[src/rtl/pkt_arb_pkg.sv]
package pkt_arb_pkg;

   typedef enum logic {
      PICK_SCAN = 1'b0,
      PICK_MASK = 1'b1
   } pick_style_e;

   function automatic int wrap_next(input int pos, input int n);
      return (pos >= n - 1) ? 0 : pos + 1;
   endfunction

endpackage

[src/rtl/arb_rr_pick.sv]
module arb_rr_pick
   import pkt_arb_pkg::*;
#(
   parameter int          NUM_IN = 5,
   parameter pick_style_e STYLE  = PICK_MASK,
   localparam int         IW     = (NUM_IN > 1) ? $clog2(NUM_IN) : 1
) (
   input  logic [NUM_IN-1:0] req,
   input  logic [IW-1:0]     start,
   output logic [NUM_IN-1:0] pick,
   output logic [IW-1:0]     pick_idx
);

   generate
      if (STYLE == PICK_SCAN) begin : g_scan
         always_comb begin
            logic found;
            int   pos;
            found    = 1'b0;
            pick     = '0;
            pick_idx = '0;
            for (int k = 0; k < NUM_IN; k++) begin
               pos = int'(start) + k;
               if (pos >= NUM_IN) pos = pos - NUM_IN;
               if (!found && req[pos]) begin
                  found     = 1'b1;
                  pick[pos] = 1'b1;
                  pick_idx  = IW'(pos);
               end
            end
         end
      end else begin : g_mask
         logic [NUM_IN-1:0] upper;
         logic [NUM_IN-1:0] masked;
         logic [NUM_IN-1:0] src;

         always_comb begin
            for (int i = 0; i < NUM_IN; i++) begin
               upper[i] = (i >= int'(start));
            end
            masked = req & upper;
            src    = (|masked) ? masked : req;
            pick   = src & (~src + NUM_IN'(1));
         end

         always_comb begin
            pick_idx = '0;
            for (int i = 0; i < NUM_IN; i++) begin
               if (pick[i]) pick_idx = IW'(i);
            end
         end
      end
   endgenerate

endmodule

[src/rtl/arb_grant_state.sv]
module arb_grant_state
   import pkt_arb_pkg::*;
#(
   parameter int  NUM_IN = 5,
   localparam int IW     = (NUM_IN > 1) ? $clog2(NUM_IN) : 1
) (
   input  logic              clk,
   input  logic              rst,
   input  logic [NUM_IN-1:0] req,
   input  logic [NUM_IN-1:0] upd,
   input  logic [NUM_IN-1:0] pick,
   input  logic [IW-1:0]     pick_idx,
   output logic [NUM_IN-1:0] grant_q,
   output logic [IW-1:0]     start_q
);

   logic idle;
   logic holder_done;
   logic reload;

   assign idle        = (grant_q == '0);
   assign holder_done = |(upd & grant_q);
   assign reload      = idle || holder_done;

   always_ff @(posedge clk) begin
      if (rst) begin
         grant_q <= '0;
         start_q <= '0;
      end else if (reload) begin
         grant_q <= pick;
         if (|req) start_q <= IW'(wrap_next(int'(pick_idx), NUM_IN));
      end
   end

   assert_grant_onehot_R2: assert property (@(posedge clk) disable iff (rst)
      $onehot0(grant_q));

   assert_idle_pickup_R3: assert property (@(posedge clk) disable iff (rst)
      (grant_q == '0 && req != '0) |=> (grant_q != '0));

   assert_new_owner_requested_R4: assert property (@(posedge clk) disable iff (rst)
      (grant_q != '0 && !$stable(grant_q)) |-> (($past(req) & grant_q) != '0));

   assert_hold_R5_R6: assert property (@(posedge clk) disable iff (rst)
      (grant_q != '0 && (upd & grant_q) == '0) |=> $stable(grant_q));

   assert_release_idle_R8: assert property (@(posedge clk) disable iff (rst)
      ((upd & grant_q) != '0 && req == '0) |=> (grant_q == '0));

   assert_start_kept_R10: assert property (@(posedge clk) disable iff (rst)
      (req == '0) |=> $stable(start_q));

endmodule

[src/rtl/pkt_output_arbiter.sv]
module pkt_output_arbiter
   import pkt_arb_pkg::*;
#(
   parameter int          NUM_IN = 5,
   parameter pick_style_e STYLE  = PICK_MASK
) (
   input  logic              clk,
   input  logic              rst,
   input  logic [NUM_IN-1:0] req,
   input  logic [NUM_IN-1:0] upd,
   input  logic [NUM_IN-1:0] in_valid,
   input  logic              out_ready,
   output logic [NUM_IN-1:0] grant,
   output logic [NUM_IN-1:0] xfer
);

   localparam int IW = (NUM_IN > 1) ? $clog2(NUM_IN) : 1;

   generate
      if (NUM_IN < 2) begin : g_bad_num_in
         $error("pkt_output_arbiter: NUM_IN must be at least 2");
      end
   endgenerate

   logic [NUM_IN-1:0] pick;
   logic [IW-1:0]     pick_idx;
   logic [IW-1:0]     start;

   arb_rr_pick #(
      .NUM_IN (NUM_IN),
      .STYLE  (STYLE)
   ) u_pick (
      .req      (req),
      .start    (start),
      .pick     (pick),
      .pick_idx (pick_idx)
   );

   arb_grant_state #(
      .NUM_IN (NUM_IN)
   ) u_state (
      .clk      (clk),
      .rst      (rst),
      .req      (req),
      .upd      (upd),
      .pick     (pick),
      .pick_idx (pick_idx),
      .grant_q  (grant),
      .start_q  (start)
   );

   generate
      for (genvar i = 0; i < NUM_IN; i++) begin : g_xfer
         assign xfer[i] = grant[i] & in_valid[i] & out_ready;
      end
   endgenerate

   assert_xfer_onehot_R9: assert property (@(posedge clk) disable iff (rst)
      $onehot0(xfer));

   assert_xfer_needs_ready_R9: assert property (@(posedge clk) disable iff (rst)
      (!out_ready) |-> (xfer == '0));

endmodule

[config.mk]
export PLATFORM = sky130hd
export DESIGN_NAME = pkt_output_arbiter
export DESIGN_NICKNAME = d
export VERILOG_FILES = /design/src/rtl/pkt_arb_pkg.sv /design/src/rtl/arb_rr_pick.sv /design/src/rtl/arb_grant_state.sv /design/src/rtl/pkt_output_arbiter.sv
export SDC_FILE = /design/constraint.sdc
export NUM_CORES = 1
export LEC_CHECK = 0
export CAP_MARGIN = 10
export CORE_UTILIZATION = 43
export CTS_BUF_LIST = sky130_fd_sc_hd__clkbuf_8
export DETAILED_ROUTE_END_ITERATION = 10
export GPL_TIMING_DRIVEN = 1
export PLACE_DENSITY = 0.81
export SETUP_SLACK_MARGIN = 0.3
export SYNTH_ARGS = -nofsm -noshare
export SYNTH_HDL_FRONTEND = slang
export SYNTH_SLANG_ARGS = --single-unit
[constraint.sdc]
create_clock -name clk -period 2 [get_ports clk]
set_input_delay 0.4 -clock clk [delete_from_list [all_inputs] [get_ports clk]]
set_output_delay 0.4 -clock clk [all_outputs]
set_load 0.05 [all_outputs]
==> results of run 1 <==
==> cells by family after synthesis <==
group	count (synthesis)	synth area share [%]
and+or+nand+nor	47	43.3
adders and majority gates	2	3.75
DFF	8	24.0
AOI/OAI and AO/OA	26	25.1
buffers and inverters	6	3.75
==> what timing repair did <==
action / CTS
gates resized for setup: 34
pin swaps: 10
setup buffers: 5
setup endpoints to repair: 12
==> stage by stage <==
stage	setup WS, ns	std cells
after CTS	0.268	149
after detailed placement	-0.322	141
after floorplan	0.258	89
after global placement	-0.210	141
==> qor_table.md, run 1 <==
| Group | Item | Reported |
|:---|:---|:---|
| yosys | Leading cell types by count after synthesis | sky130_fd_sc_hd__nand2_1, sky130_fd_sc_hd__a21oi_1, sky130_fd_sc_hd__dfxtp_1 |
| placement | Last weighted congestion value of the routability-driven placer | 0.973 |
| floorplanning | # rows | 13 |
| yosys | Synth top area share | 24.0% |
| floorplanning | Ports placed on the boundary | 28 |
| run status | Last stage the flow got to | 5_1_grt |
| yosys | Mapped Avg Cell Area | 7.49 um2 |
| run status | Run status | aborted with a tool error |
| placement | Half-perimeter wire length after detailed placement | 1.74 mm |
| yosys | Top-count cell post-synth | sky130_fd_sc_hd__nand2_1 |
| floorplanning | Floorplan die height | 41.4 um |
| global routing | Largest net degree at the start of global routing | 11 |
| yosys | Async set or reset register ratio after synthesis | 0% |
| yosys | Leading register cell type out of synthesis | sky130_fd_sc_hd__dfxtp_1 |
| yosys | Sequential cell area fraction in the yosys report | 24.0% |
| clocking | TritonCTS sink count | 8 |
| clocking | Clock root buffer | sky130_fd_sc_hd__clkbuf_8 |
| yosys | Net count after synthesis | 109 |
| yosys | Number of enable flip-flop cells after synthesis | 0 |
| clocking | Post-CTS Hold Fix Bufs | 0 |
| yosys | Synth Instances | 89 |
| clocking | Clock buffer depth | 2 |
| run status | Tool error | [ERROR DPL-0038] Utilization greater than 100%, impossible to legalize |
| floorplanning | Starting utilization of the core area | 48.8% |
| yosys | Largest area contributor in the netlist | sky130_fd_sc_hd__dfxtp_1 |
| timing | Endpoint pin with the least setup slack after global-route repair | u_state.start_q[2]$_SDFFE_PP0P_/D |
| yosys | Number of synthesized register bits | 8 |
| yosys | Cell area after technology mapping | 667 um2 |
| placement | Number of buffers inserted by port buffering | 27 |
| yosys | Post-synth cell types | 39 |
| floorplanning | Die width | 41.4 um |
| timing | Kind of the worst endpoint | sequential cell input |
| yosys | Count of synthesis-stage warnings from yosys | 0 |
| clocking | Max H-tree Level | 1 |
| yosys | Cell types with the largest area share after synthesis | sky130_fd_sc_hd__dfxtp_1, sky130_fd_sc_hd__a21oi_1, sky130_fd_sc_hd__nand2_1 |
| clocking | TritonCTS Buffers | 3 |
| placement | Cell area after placement | 1100 um2 |
==> run 2, diff against run 1 <==
--- a/config.mk
+++ b/config.mk
@@ -6,12 +6,11 @@
 export NUM_CORES = 1
 export LEC_CHECK = 0
 export CAP_MARGIN = 10
-export CORE_UTILIZATION = 43
-export CTS_BUF_LIST = sky130_fd_sc_hd__clkbuf_8
+export CORE_AREA = 2 2 63 65
 export DETAILED_ROUTE_END_ITERATION = 10
+export DIE_AREA = 0 0 65 67
 export GPL_TIMING_DRIVEN = 1
-export PLACE_DENSITY = 0.81
-export SETUP_SLACK_MARGIN = 0.3
+export PLACE_DENSITY_LB_ADDON = 0.15
 export SYNTH_ARGS = -nofsm -noshare
 export SYNTH_HDL_FRONTEND = slang
 export SYNTH_SLANG_ARGS = --single-unit
==> run 2 against run 1 <==
  * The flow now finishes without violations
  * Area after synthesis unchanged
  * Synthesized cell count unchanged
==> qor_table.md, run 2 <==
| Group | Item | Reported | Delta |
|:---|:---|:---|:---|
| critical path | Cell breakdown of the critical path | clkdlybuf4s50_1, nand2b_1, a21oi_1, nor3_1, buf_4, or4_1, a21oi_1 |  |
| routing | Number of vias per cell | 4.51 |  |
| routing | WL per Instance | 12.5 um |  |
| floorplanning | Die width | 65 um | was 41.4 um |
| clocking | Max H-tree Level | 1 | unchanged |
| layout | Commonest cells after routing, fill and taps aside | sky130_fd_sc_hd__buf_4, sky130_fd_sc_hd__clkdlybuf4s50_1, sky130_fd_sc_hd__nand2_1, sky130_fd_sc_hd__a21oi_1, sky130_fd_sc_hd__dfxtp_1 |  |
| power and ir drop | Combinational share of power | 64.6% |  |
| run | Max-cap violations | 0 |  |
| global routing | Number of antenna violations at the first check in global routing | 0 |  |
| clocking | Clock tree from TritonCTS | yes |  |
| placement | Half-perimeter wire length after detailed placement | 1.87 mm | was 1.74 mm |
| yosys | Largest area contributor in the netlist | sky130_fd_sc_hd__dfxtp_1 | unchanged |
| routing | Total via count after detailed routing | 826 |  |
| layout | Flip-flop and latch area | 161 um2 |  |
| critical path | Critical path start-end classification | in2reg |  |
| yosys | Cell area after technology mapping | 667 um2 | unchanged |
| layout | Total Nets Final | 157 |  |
| worst hold path | Type of the tightest min-delay check | reg2reg |  |
| yosys | Top-count cell post-synth | sky130_fd_sc_hd__nand2_1 | unchanged |
| power and ir drop | Largest vdd supply drop | 0.552 mV |  |
| routing | Wirelength, routed | 2.29 mm |  |
| yosys | Sequential cell area fraction in the yosys report | 24.0% | unchanged |
| clocking | TritonCTS Buffers | 3 | unchanged |
| yosys | Cell types with the largest area share after synthesis | sky130_fd_sc_hd__dfxtp_1, sky130_fd_sc_hd__a21oi_1, sky130_fd_sc_hd__nand2_1 | unchanged |
| run status | Run status | finished clean | was aborted with a tool error |
| placement | Cell area after placement | 1170 um2 | was 1100 um2 |
| clocking | Clock root buffer | sky130_fd_sc_hd__clkbuf_8 | unchanged |
| critical path | Worst Path Arrival | 2.05 ns |  |
| global routing | First-pass GRT wire length | 3.68 mm |  |
| yosys | Count of synthesis-stage warnings from yosys | 0 | unchanged |
| critical path | Flop-to-flop setup slack | 0.14 ns |  |
| layout | Largest Register | u_state.grant_q |  |
| yosys | Number of synthesized register bits | 8 | unchanged |
| power and ir drop | Cell internal power dissipation | 0.000765 W |  |
| routing | Final routed DRC violation total | 0 |  |
| power and ir drop | Share of power burned in the clock network | 14.2% |  |
| yosys | Mapped Avg Cell Area | 7.49 um2 | unchanged |
| critical path | Total number of cells along the worst setup path | 7 |  |
| global routing | Largest net degree at the start of global routing | 11 |  |
| clocking | Latest clock arrival within the worst-skew pair | 0.23 ns |  |
| floorplanning | Starting utilization of the core area | 18.5% | was 48.8% |
| layout | Multi-input gate area in the final layout | 498 um2 |  |
| yosys | Net count after synthesis | 109 | unchanged |
| yosys | Async set or reset register ratio after synthesis | 0% | unchanged |
| power and ir drop | Part of the total power dissipated in sequential elements | 21.2% |  |
| floorplanning | Total Die Area | 4360 um2 |  |
| global routing | Total Routing Usage GR | 11.0% |  |
| routing | First drt pass iteration count | 4 |  |
| critical path | Last element of the critical path | u_state.grant_q[3]$_SDFFE_PP0P_ |  |
| yosys | Post-synth cell types | 39 | unchanged |
| yosys | Synth Instances | 89 | unchanged |
| placement | Last weighted congestion value of the routability-driven placer | 0.825 | was 0.973 |
| critical path | Setup crit start | req[0] |  |
| critical path | Reg2reg start | u_state.start_q[1]$_SDFFE_PP0P_ |  |
| critical path | Most common cell on crit path | sky130_fd_sc_hd__a21oi_1 |  |
| critical path | Data required time at the worst endpoint | 2.15 ns |  |
| layout | Antenna diodes | 0 |  |
| timing | Minimum setup slack in the final design | 0.103 ns |  |
| timing | Fin. max-slew vios | 0 |  |
| timing | Setup violations, final | 0 |  |
| layout | Most common library cell in the layout ignoring fill and taps | sky130_fd_sc_hd__buf_4 |  |
| layout | Utilization after layout | 34.4% |  |
| critical path | Crit path max-delay family | simple AND/OR/NAND/NOR gates |  |
| power and ir drop | P_sw | 0.000608 W |  |
| critical path | Length in cells of the worst reg-to-reg path | 8 |  |
| clocking | Clock transition at the registers of the reported paths | 0.04 ns |  |
| floorplanning | Floorplan die height | 67 um | was 41.4 um |
| timing | Clock period minus worst slack | 1.90 ns |  |
| clocking | Post-CTS Hold Fix Bufs | 0 | unchanged |
| global routing | Number of global-route vias before repair | 797 |  |
| yosys | Number of enable flip-flop cells after synthesis | 0 | unchanged |
| layout | Leading registers by flop count | u_state.grant_q (5), u_state.start_q (3) |  |
| clocking | Clock buffer depth | 2 | unchanged |
| power and ir drop | Overall power of the completed layout | 0.00137 W |  |
| layout | Layout cells sized above 1 | 29.6% |  |
| routing | 1st-iter DRT viols | 36 |  |
| timing | Measured slew at the worst slew-check pin | 0.490 ns |  |
| floorplanning | Ports placed on the boundary | 28 | unchanged |
| critical path | Worst-path fanout max | 3 |  |
| floorplanning | # rows | 22 | was 13 |
| layout | Fillers | 381 |  |
| timing | Crit share post-route | 94.8% |  |
| critical path | Worst Setup Start Kind | primary input |  |
| critical path | Reg-to-Reg End | u_state.start_q[2]$_SDFFE_PP0P_ |  |
| yosys | Leading cell types by count after synthesis | sky130_fd_sc_hd__nand2_1, sky130_fd_sc_hd__a21oi_1, sky130_fd_sc_hd__dfxtp_1 | unchanged |
| timing | RSZ-0062 raised after global routing | false |  |
| layout | Post-route design area | 1240 um2 |  |
| critical path | Slowest stage cell, crit path | sky130_fd_sc_hd__or4_1 |  |
| power and ir drop | Power per cell area | 1110 nW/um2 |  |
| timing | Fmax | 527 MHz |  |
| placement | Number of buffers inserted by port buffering | 27 | unchanged |
| layout | Max FFs per register | 5 |  |
| critical path | Crit. End Element | flop |  |
| clocking | TritonCTS sink count | 8 | unchanged |
| timing | Rel. slew slack | 67.3% |  |
| critical path | Maximum cell stage delay along the critical path | 0.51 ns |  |
| floorplanning | Floorplan core area | 3610 um2 |  |
| layout | Layout overhead on the synthesized area | 85.9% |  |
| placement | Pre-CTS setup slack | -0.272 ns | was -0.322 ns |
| yosys | Synth top area share | 24.0% | unchanged |
| timing | Hold violation count in the final report | 0 |  |
| timing | Final clock skew | 0.00332 ns |  |
| routing | Residual antenna-violating net count after detailed routing | 0 |  |
| critical path | CP bufs+invs | 2 |  |
| yosys | Leading register cell type out of synthesis | sky130_fd_sc_hd__dfxtp_1 | unchanged |
| power and ir drop | Switching share of power | 44.3% |  |
| global routing | Remaining global-route overflow | 0 |  |
| power and ir drop | Cell leakage power | 0.512 nW |  |
## run 2: worst min-delay path by stage
stage | from | to | slack (ns) | depth (start not counted)
after CTS | u_state.grant_q[3]$_SDFFE_PP0P_ | u_state.grant_q[3]$_SDFFE_PP0P_ | 0.53 | 2
after detailed placement | u_state.grant_q[2]$_SDFFE_PP0P_ | u_state.grant_q[2]$_SDFFE_PP0P_ | 0.52 | 2
after global placement | u_state.grant_q[2]$_SDFFE_PP0P_ | u_state.grant_q[2]$_SDFFE_PP0P_ | 0.51 | 2
final | u_state.grant_q[2]$_SDFFE_PP0P_ | u_state.grant_q[2]$_SDFFE_PP0P_ | 0.52 | 2
after global routing | u_state.grant_q[2]$_SDFFE_PP0P_ | u_state.grant_q[2]$_SDFFE_PP0P_ | 0.55 | 2
after floorplan | u_state.start_q[2]$_SDFFE_PP0P_ | u_state.start_q[2]$_SDFFE_PP0P_ | 0.54 | 2
## run 2: final cells by class
class	instances	share of cell area [%]
tap	48	4.84
multi-input combinational	75	40.2
sequential	8	13.0
timing repair buffer	47	38.0
clock buffer	3	3.33
inverter	2	0.605
## run 2: logic make-up after synthesis
group | after synthesis | share of synthesized area, %
AND/OR/NAND/NOR | 47 | 43.3
flip-flops | 8 | 24.0
buffers and inverters | 6 | 3.75
AO/OA/AOI/OAI | 26 | 25.1
adder cells (fa/ha/maj) | 2 | 3.75
## run 2: power by group through the flow
stage	clock (W)	sequential, W	combinational (W)
floorplan	0	0.000355	0.000459
global placement	0	0.000291	0.000868
CTS	0.000202	0.000289	0.000874
detailed placement	0	0.000294	0.000855
global route	0.000212	0.000301	0.000959
finish	0.000195	0.000292	0.000888
## run 2: worst min-delay path, stage by stage (launching register included)
cell	delay, ns
sky130_fd_sc_hd__dfxtp_1	0.34
sky130_fd_sc_hd__nand2_1	0.07
sky130_fd_sc_hd__a21oi_1	0.06
## run 2: metal layers
layer / track usage, % / vias to the layer above / routed length (um)
met1: 14.9 / 369 / 1180
li1: - / 427 / -
met3: 4.05 / 2 / 148
met4: 1.86 / 0 / 7
met5: 0 / - / 0
met2: 16.9 / 28 / 949
## run 2: timing repair
action                     4_1_cts  5_1_grt
gates cloned                     0        0
setup endpoints to repair        5        4
pin swaps                        0        2
gates resized for setup          3        5
setup buffers                    0        1
## run 2: per-stage QoR
step	TNS (ns)	hold WS [ns]	std cells
finish	0	0.521	183
global route	0	0.552	183
CTS	0	0.526	182
detailed placement	-1.47	0.521	179
global placement	-1.54	0.512	179
floorplan	0	0.536	89
No activity file was read; power rests on OpenSTA's default activity.
==> run 3, diff against run 2 <==
--- a/config.mk
+++ b/config.mk
@@ -10,6 +10,7 @@
 export DETAILED_ROUTE_END_ITERATION = 10
 export DIE_AREA = 0 0 65 67
 export GPL_TIMING_DRIVEN = 1
+export HOLD_SLACK_MARGIN = 0.06
 export PLACE_DENSITY_LB_ADDON = 0.15
 export SYNTH_ARGS = -nofsm -noshare
 export SYNTH_HDL_FRONTEND = slang
==> results of run 3 <==
The final DEF is identical to that of run 2; final timing and power are the same.
